### config.mk
export PLATFORM = sky130hd
export DESIGN_NAME = spiflash_read_responder
export DESIGN_NICKNAME = d
export VERILOG_FILES = /design/src/rtl/spiflash_pkg.sv /design/src/rtl/spiflash_shifter.sv /design/src/rtl/spiflash_mem.sv /design/src/rtl/spiflash_ctrl.sv /design/src/rtl/spiflash_read_responder.sv
export SDC_FILE = /design/constraint.sdc
export NUM_CORES = 2
export LEC_CHECK = 0
export BUFFER_PORTS_ARGS = -buffer_cell sky130_fd_sc_hd__buf_2
export CORE_UTILIZATION = 36
export CTS_BUF_LIST = sky130_fd_sc_hd__clkbuf_8
export DETAILED_ROUTE_END_ITERATION = 16
export GPL_TIMING_DRIVEN = 0
export MAX_ROUTING_LAYER = met4
export SLEW_MARGIN = 10
export SYNTH_ARGS = -nofsm -noshare
export SYNTH_HDL_FRONTEND = slang
export SYNTH_SLANG_ARGS = --single-unit
### constraint.sdc
create_clock -name clk -period 3.87 [get_ports clk]
set_clock_uncertainty 0.15 [all_clocks]
set_input_delay 0.387 -clock clk [delete_from_list [all_inputs] [get_ports clk]]
set_output_delay 0.387 -clock clk [all_outputs]
set_load 0.02 [all_outputs]
### src/rtl/spiflash_pkg.sv
package spiflash_pkg;
   typedef enum logic [1:0] {
      PH_CMD  = 2'd0,
      PH_ADDR = 2'd1,
      PH_DATA = 2'd2,
      PH_IDLE = 2'd3
   } phase_t;
endpackage

### src/rtl/spiflash_shifter.sv
module spiflash_shifter #(
   parameter int BYTE_W = 8
) (
   input  logic              clk,
   input  logic              rst_n,
   input  logic              sck,
   input  logic              cs_n,
   input  logic              mosi,
   output logic              miso,
   input  logic              load,
   input  logic [BYTE_W-1:0] load_byte,
   output logic              byte_done,
   output logic [BYTE_W-1:0] rx_byte
);
   localparam int CNT_W = $clog2(BYTE_W);
   localparam logic [CNT_W-1:0] LAST = CNT_W'(BYTE_W - 1);

   if (BYTE_W < 2) begin : g_bad_width
      $error("spiflash_shifter: BYTE_W must be at least 2");
   end

   logic              sck_q;
   logic              rise, fall;
   logic [CNT_W-1:0]  bit_cnt;
   logic [BYTE_W-1:0] rx_q, tx_q;

   assign rise = sck & ~sck_q;
   assign fall = ~sck & sck_q;

   always_ff @(posedge clk) begin
      if (!rst_n) begin
         sck_q     <= 1'b0;
         bit_cnt   <= '0;
         rx_q      <= '0;
         tx_q      <= '0;
         byte_done <= 1'b0;
      end else begin
         sck_q     <= sck;
         byte_done <= 1'b0;
         if (cs_n) begin
            bit_cnt <= '0;
            rx_q    <= '0;
            tx_q    <= '0;
         end else begin
            if (rise) begin
               rx_q <= {rx_q[BYTE_W-2:0], mosi};
               if (bit_cnt == LAST) begin
                  bit_cnt   <= '0;
                  byte_done <= 1'b1;
               end else begin
                  bit_cnt <= bit_cnt + 1'b1;
               end
            end
            if (load)
               tx_q <= load_byte;
            else if (fall && bit_cnt != '0)
               tx_q <= {tx_q[BYTE_W-2:0], 1'b0};
         end
      end
   end

   assign rx_byte = rx_q;
   assign miso    = cs_n ? 1'b0 : tx_q[BYTE_W-1];

   // a released select empties the byte machinery before the next frame
   p_frame_clear_r7: assert property (@(posedge clk) disable iff (!rst_n)
      cs_n |=> (bit_cnt == '0 && tx_q == '0));

   // the outgoing byte never moves across a byte boundary
   p_no_shift_at_boundary_r5: assert property (@(posedge clk) disable iff (!rst_n)
      (!cs_n && fall && !load && bit_cnt == '0) |=> $stable(tx_q));
endmodule

### src/rtl/spiflash_mem.sv
module spiflash_mem #(
   parameter int MEM_BYTES = 256,
   parameter int ADDR_W    = 24,
   parameter int DATA_W    = 8,
   localparam int IDX_W    = (MEM_BYTES > 1) ? $clog2(MEM_BYTES) : 1
) (
   input  logic              clk,
   input  logic              wr_en,
   input  logic [IDX_W-1:0]  wr_idx,
   input  logic [DATA_W-1:0] wr_data,
   input  logic [ADDR_W-1:0] rd_addr,
   output logic [DATA_W-1:0] rd_data
);
   if (MEM_BYTES < 1 || IDX_W > ADDR_W) begin : g_bad_size
      $error("spiflash_mem: MEM_BYTES out of range for ADDR_W");
   end

   logic [DATA_W-1:0] store [MEM_BYTES];

   always_ff @(posedge clk) begin
      if (wr_en && ({1'b0, wr_idx} < (IDX_W+1)'(MEM_BYTES)))
         store[wr_idx] <= wr_data;
   end

   if (IDX_W == ADDR_W && MEM_BYTES == (1 << IDX_W)) begin : g_full_span
      assign rd_data = store[rd_addr[IDX_W-1:0]];
   end else begin : g_bounded
      logic in_range;
      assign in_range = ({1'b0, rd_addr} < (ADDR_W+1)'(MEM_BYTES));
      assign rd_data  = in_range ? store[rd_addr[IDX_W-1:0]] : '0;
   end
endmodule

### src/rtl/spiflash_ctrl.sv
module spiflash_ctrl
   import spiflash_pkg::*;
#(
   parameter int          ADDR_BYTES = 3,
   parameter int          BYTE_W     = 8,
   parameter logic [7:0]  READ_CMD   = 8'h03,
   localparam int         ADDR_W     = ADDR_BYTES * BYTE_W
) (
   input  logic              clk,
   input  logic              rst_n,
   input  logic              cs_n,
   input  logic              byte_done,
   input  logic [BYTE_W-1:0] rx_byte,
   output logic [ADDR_W-1:0] mem_addr,
   input  logic [BYTE_W-1:0] mem_data,
   output logic              load,
   output logic [BYTE_W-1:0] load_byte
);
   localparam int ACNT_W = (ADDR_BYTES > 1) ? $clog2(ADDR_BYTES) : 1;
   localparam logic [ACNT_W-1:0] ALAST = ACNT_W'(ADDR_BYTES - 1);

   if (ADDR_BYTES < 2 || BYTE_W != 8) begin : g_bad_cfg
      $error("spiflash_ctrl: need ADDR_BYTES >= 2 and BYTE_W == 8");
   end

   phase_t             phase;
   logic [ACNT_W-1:0]  acnt;
   logic [ADDR_W-1:0]  addr_q;
   logic [ADDR_W-1:0]  assembled;
   logic               last_addr;

   assign assembled = {addr_q[ADDR_W-BYTE_W-1:0], rx_byte};
   assign last_addr = (phase == PH_ADDR) && (acnt == ALAST);
   assign mem_addr  = (phase == PH_DATA) ? addr_q : assembled;
   assign load      = byte_done && !cs_n;

   always_comb begin
      load_byte = '0;
      if (last_addr || phase == PH_DATA)
         load_byte = mem_data;
   end

   always_ff @(posedge clk) begin
      if (!rst_n || cs_n) begin
         phase  <= PH_CMD;
         acnt   <= '0;
         addr_q <= '0;
      end else if (byte_done) begin
         unique case (phase)
            PH_CMD: begin
               phase  <= (rx_byte == READ_CMD) ? PH_ADDR : PH_IDLE;
               acnt   <= '0;
               addr_q <= '0;
            end
            PH_ADDR: begin
               if (acnt == ALAST) begin
                  addr_q <= assembled + 1'b1;
                  phase  <= PH_DATA;
               end else begin
                  addr_q <= assembled;
               end
               acnt <= acnt + 1'b1;
            end
            PH_DATA: addr_q <= addr_q + 1'b1;
            PH_IDLE: ;
            default: phase <= PH_IDLE;
         endcase
      end
   end

   // every released select returns the decoder to the command phase
   p_new_frame_r7: assert property (@(posedge clk) disable iff (!rst_n)
      cs_n |=> phase == PH_CMD);

   // an unknown command stays ignored until the frame ends
   p_ignore_sticky_r8: assert property (@(posedge clk) disable iff (!rst_n)
      (phase == PH_IDLE && !cs_n) |=> phase == PH_IDLE);

   // no response data is queued while address bytes are still due
   p_addr_quiet_r4: assert property (@(posedge clk) disable iff (!rst_n)
      (load && (phase == PH_CMD || (phase == PH_ADDR && acnt != ALAST))) |-> load_byte == '0);

   // each served data byte advances the 24-bit address by one, modulo 2^24
   p_addr_step_r5: assert property (@(posedge clk) disable iff (!rst_n)
      (byte_done && !cs_n && phase == PH_DATA) |=> addr_q == $past(addr_q) + 1'b1);
endmodule

### src/rtl/spiflash_read_responder.sv
module spiflash_read_responder #(
   parameter int         MEM_BYTES  = 256,
   parameter int         ADDR_BYTES = 3,
   parameter logic [7:0] READ_CMD   = 8'h03,
   localparam int        BYTE_W     = 8,
   localparam int        ADDR_W     = ADDR_BYTES * BYTE_W,
   localparam int        IDX_W      = (MEM_BYTES > 1) ? $clog2(MEM_BYTES) : 1
) (
   input  logic              clk,
   input  logic              rst_n,
   input  logic              spi_sck,
   input  logic              spi_cs_n,
   input  logic              spi_mosi,
   output logic              spi_miso,
   input  logic              pre_wr_en,
   input  logic [IDX_W-1:0]  pre_wr_idx,
   input  logic [BYTE_W-1:0] pre_wr_data
);
   logic              byte_done;
   logic [BYTE_W-1:0] rx_byte;
   logic              load;
   logic [BYTE_W-1:0] load_byte;
   logic [ADDR_W-1:0] mem_addr;
   logic [BYTE_W-1:0] mem_data;

   spiflash_shifter #(.BYTE_W(BYTE_W)) u_shift (
      .clk       (clk),
      .rst_n     (rst_n),
      .sck       (spi_sck),
      .cs_n      (spi_cs_n),
      .mosi      (spi_mosi),
      .miso      (spi_miso),
      .load      (load),
      .load_byte (load_byte),
      .byte_done (byte_done),
      .rx_byte   (rx_byte)
   );

   spiflash_ctrl #(
      .ADDR_BYTES (ADDR_BYTES),
      .BYTE_W     (BYTE_W),
      .READ_CMD   (READ_CMD)
   ) u_ctrl (
      .clk       (clk),
      .rst_n     (rst_n),
      .cs_n      (spi_cs_n),
      .byte_done (byte_done),
      .rx_byte   (rx_byte),
      .mem_addr  (mem_addr),
      .mem_data  (mem_data),
      .load      (load),
      .load_byte (load_byte)
   );

   spiflash_mem #(
      .MEM_BYTES (MEM_BYTES),
      .ADDR_W    (ADDR_W),
      .DATA_W    (BYTE_W)
   ) u_mem (
      .clk     (clk),
      .wr_en   (pre_wr_en),
      .wr_idx  (pre_wr_idx),
      .wr_data (pre_wr_data),
      .rd_addr (mem_addr),
      .rd_data (mem_data)
   );

   // the data line stays quiet while no frame is open
   p_idle_quiet_r1: assert property (@(posedge clk) disable iff (!rst_n)
      spi_cs_n |=> (spi_cs_n -> !spi_miso));
endmodule

==> results by group <==
Status
  • Run status: finished, violations left
  • Failing checks: negative setup slack

Worst setup path
  • Buf/Inv on CP: 4
  • Terminus of the critical flop-to-flop path: u_shift.tx_q[7]
  • Worst R2R Path Depth: 12
  • R2R Path Start: u_ctrl.phase[0]
  • Max FO, Critical Path: 10
  • Crit-path cells: inv_4, ha_1, mux2_2, buf_6, buf_4, buf_4, o221ai_1, nand2_1, nand3_1, o211ai_1, nand3_2, o21ai_1
  • Critical path's most frequent cell: buf_4
  • CP Launch Type: flip-flop
  • Data required, critical path: 4.74 ns
  • Critical Path AT: 5.38 ns
  • Critical path endpoint category: flip-flop
  • CP top delay family: buffers and inverters
  • Reg2Reg Setup Slack: -0.64 ns
  • CP peak stage delay: 0.88 ns
  • Critical path's slowest cell: o211ai_1
  • Setup CP Type: reg2reg

Clock tree
  • H-tree depth: 5
  • Clk sinks: 2,097
  • Clk buf depth: 4
  • Num CTS Buffers: 361
  • CTS tree: done
  • CTS clk-pin slew, worst paths: 0.06 ns
  • Worst-skew pair later-pin latency: 1.15 ns
  • CTS root buf: clkbuf_8

STA
  • Relative slew slack: 16.97%
  • Fmax: 221.6 MHz
  • Minimum clock period: 4.512 ns
  • RSZ-0062 raised after global routing: true
  • Final max-slew violation count: 0
  • Final WS setup: -0.6423 ns
  • Post-route setup TNS: -3.367 ns
  • Setup violations, final: 8
  • Fin crit share: 116.6%
  • Worst-Margin Slew: 1.241 ns
  • Hold Fails Final Rpt: 0

Placed design
  • DP Worst Slack: -3.062 ns
  • I/O Buffers: 17
  • GPL Wtd Cong: 1.100
  • Inst Count DP: 8,003
  • Post-detail-place hpwl: 257.2 mm
  • Placement Cell Area: 89,340 sq um

Floorplan
  • Die Span Y: 486.0 microns
  • Row count: 177
  • Die area: 236,200 sq um
  • Initial Util: 36.23%
  • Core area: 232,800 sq um
  • I/O pins: 23
  • Die W: 486.0 microns

GRT
  • Initial antenna violation count: 42
  • Total track usage: 34.45%
  • Largest net degree at the start of global routing: 138
  • First-pass GRT wire length: 507.9 mm
  • Grt total ovfl: 0
  • Vias in the first global route: 50,760

Layout
  • Layout Cells excl Fill: 8,797
  • Design Area, Final: 99,220 sq um
  • Fraction of layout instances using a drive strength above 1: 22.70%
  • Layout area overhead: 17.67%
  • Nets@finish: 5,394

Job
  • Max-cap viol count: 0

Synthesis
  • Synth warn: 0
  • Top-count cell post-synth: edfxtp_1
  • Post-synth top cells: 2,048 x edfxtp_1, 549 x nand2_1, 379 x nor2_1, 294 x mux4_2, 226 x nand3_1
  • Synth area leaders: edfxtp_1 73%, mux4_2 7.9%, mux4_1 2.8%, nand2_1 2.4%, nor2_1 1.7%
  • Seq cells post-synth: 2,097
  • Yosys cell types: 79
  • Seq/Total Area, Yosys: 74.10%
  • Cell count after synthesis: 4,819
  • Post-synth top area share: 72.93%
  • Yosys top cell by area: edfxtp_1
  • Ys async rst share: 0%
  • Synth Net Count: 4,852
  • Synth Cell Area: 84,320 sq um
  • Syn avg cell area: 17.50 sq um
  • Ys flop type: edfxtp_1
  • Number of synthesized flops with an enable pin: 2,048

Routing
  • First-iteration detailed-routing DRC count: 11,640
  • Routed WL: 401.2 mm
  • 1st-pass router iterations: 12
  • Routed len/inst: 45.60 microns
  • DR vias/cell: 6.463
  • Via Count: 56,860
  • # DRC: 0
  • Post-DRT Antenna Nets: 0

Pwr
  • Total power: 0.04547 W
  • Maximum vdd drop: 409.3 uV
  • Leakage: 31.03 nW
  • Cell Pwr Density: 458.3 nW/um^2

Hold path
  • Worst hold path endpoint: u_mem.store[75][0]
  • Hold Path Depth: 2
  • Hold WC Path Type: in2reg
  • Min-delay src: pre_wr_data[0]
worst max path at each step:
stage                    start  cells after the start               to
6_report       u_ctrl.phase[0]                     12  u_shift.tx_q[7]
5_1_grt        u_ctrl.phase[0]                     16  u_shift.tx_q[7]
4_1_cts        u_ctrl.phase[0]                     16  u_shift.tx_q[7]
3_5_place_dp   u_ctrl.phase[0]                     14  u_shift.tx_q[7]
3_3_place_gp   u_ctrl.phase[0]                     12  u_shift.tx_q[5]
2_1_floorplan  u_ctrl.phase[0]                     12  u_shift.tx_q[6]
state kept, by name, indices dropped and copies added, names as in the netlist:
name	count
u_mem.store	2048
u_ctrl.addr_q	24
u_shift.rx_byte	8
u_shift.tx_q	8
u_shift.bit_cnt	3
u_ctrl.acnt	2
u_ctrl.phase	2
u_shift.byte_done	1
u_shift.sck_q	1
per-stage QoR:
| stage | utilization, % | hold slack (ns) |
|---|---|---|
| 6_report | 42.63 | 0.03203 |
| 5_1_grt | 42.60 | 0.05771 |
| 4_1_cts | 42.25 | 0.02013 |
| 3_5_place_dp | 38.38 | 0.3260 |
| 3_3_place_gp | 37.95 | 0.3119 |
| 2_1_floorplan | - | 0.2985 |
worst register-to-register path: stages, from the launching register on:
cell	delay, ns
dfxtp_4	0.36
inv_4	0.04
ha_1	0.29
mux2_2	0.47
buf_6	0.31
buf_4	0.46
buf_4	0.49
o221ai_1	0.25
nand2_1	0.15
nand3_1	0.13
o211ai_1	0.88
nand3_2	0.30
o21ai_1	0.16
layout by cell type, fill, tap and decap left out, types with 57 or more instances in the layout:
cell type	count
edfxtp_1	2048
buf_4	134
mux4_2	296
a21oi_1	114
inv_1	97
o21ai_0	87
buf_12	57
mux4_1	87
nor2_1	363
mux2i_1	105
clkinv_1	102
nand2_1	544
nand3_1	222
clkbuf_8	381
where the power goes:
| group | total (W) | switching, W | internal (W) |
|---|---|---|---|
| combinational | 0.00165 | 0.00121 | 0.000442 |
| clock | 0.0188 | 0.00941 | 0.00944 |
| sequential | 0.0250 | 0.0000119 | 0.0250 |
| total | 0.0455 | 0.0106 | 0.0348 |
logic make-up after synthesis:
| family | count (synthesis) | synth area share, % |
|---|---|---|
| flops | 2097 | 74.10 |
| simple gates | 1313 | 6.600 |
| compound gates | 523 | 4.131 |
| mux | 505 | 12.11 |
| buf+inv | 335 | 2.533 |
| xor+xnor | 35 | 0.3635 |
| fa+ha+maj | 11 | 0.1632 |
layout make-up:
type | count | area (sq um)
clock buffers | 371 | 5106
inverters | 14 | 55.05
plain buffers | 321 | 3701
flip-flops and latches | 2097 | 62480
diodes | 49 | 122.6
repair buffers | 179 | 2155
fillers | 20660 | 133500
well taps | 3132 | 3919
multi-input cells | 2387 | 20430
clock inverters | 247 | 1244
what timing repair did:
item / 4_1_cts / 5_1_grt
resized for setup: 460 / 104
setup buffers: 69 / 38
gates cloned: 1 / 0
endpoints found under the setup margin: 8 / 9
hold buffers: 19 / 0
pin swaps: 20 / 20
hold endpoints to repair: 1336 / 0
routing by layer:
| layer | part of all wire [%] | wire (microns) | up-vias | GRT usage (%) |
|---|---|---|---|---|
| met5 | 0 | 0 | - | - |
| met4 | 8.4 | 33790 | 0 | 24.60 |
| met3 | 15 | 61880 | 1448 | 14.49 |
| met2 | 41 | 166000 | 5530 | 46.36 |
| met1 | 35 | 139600 | 29400 | 41.27 |
| li1 | - | - | 20480 | - |
Note: power is estimated with default switching activity, not from simulation.
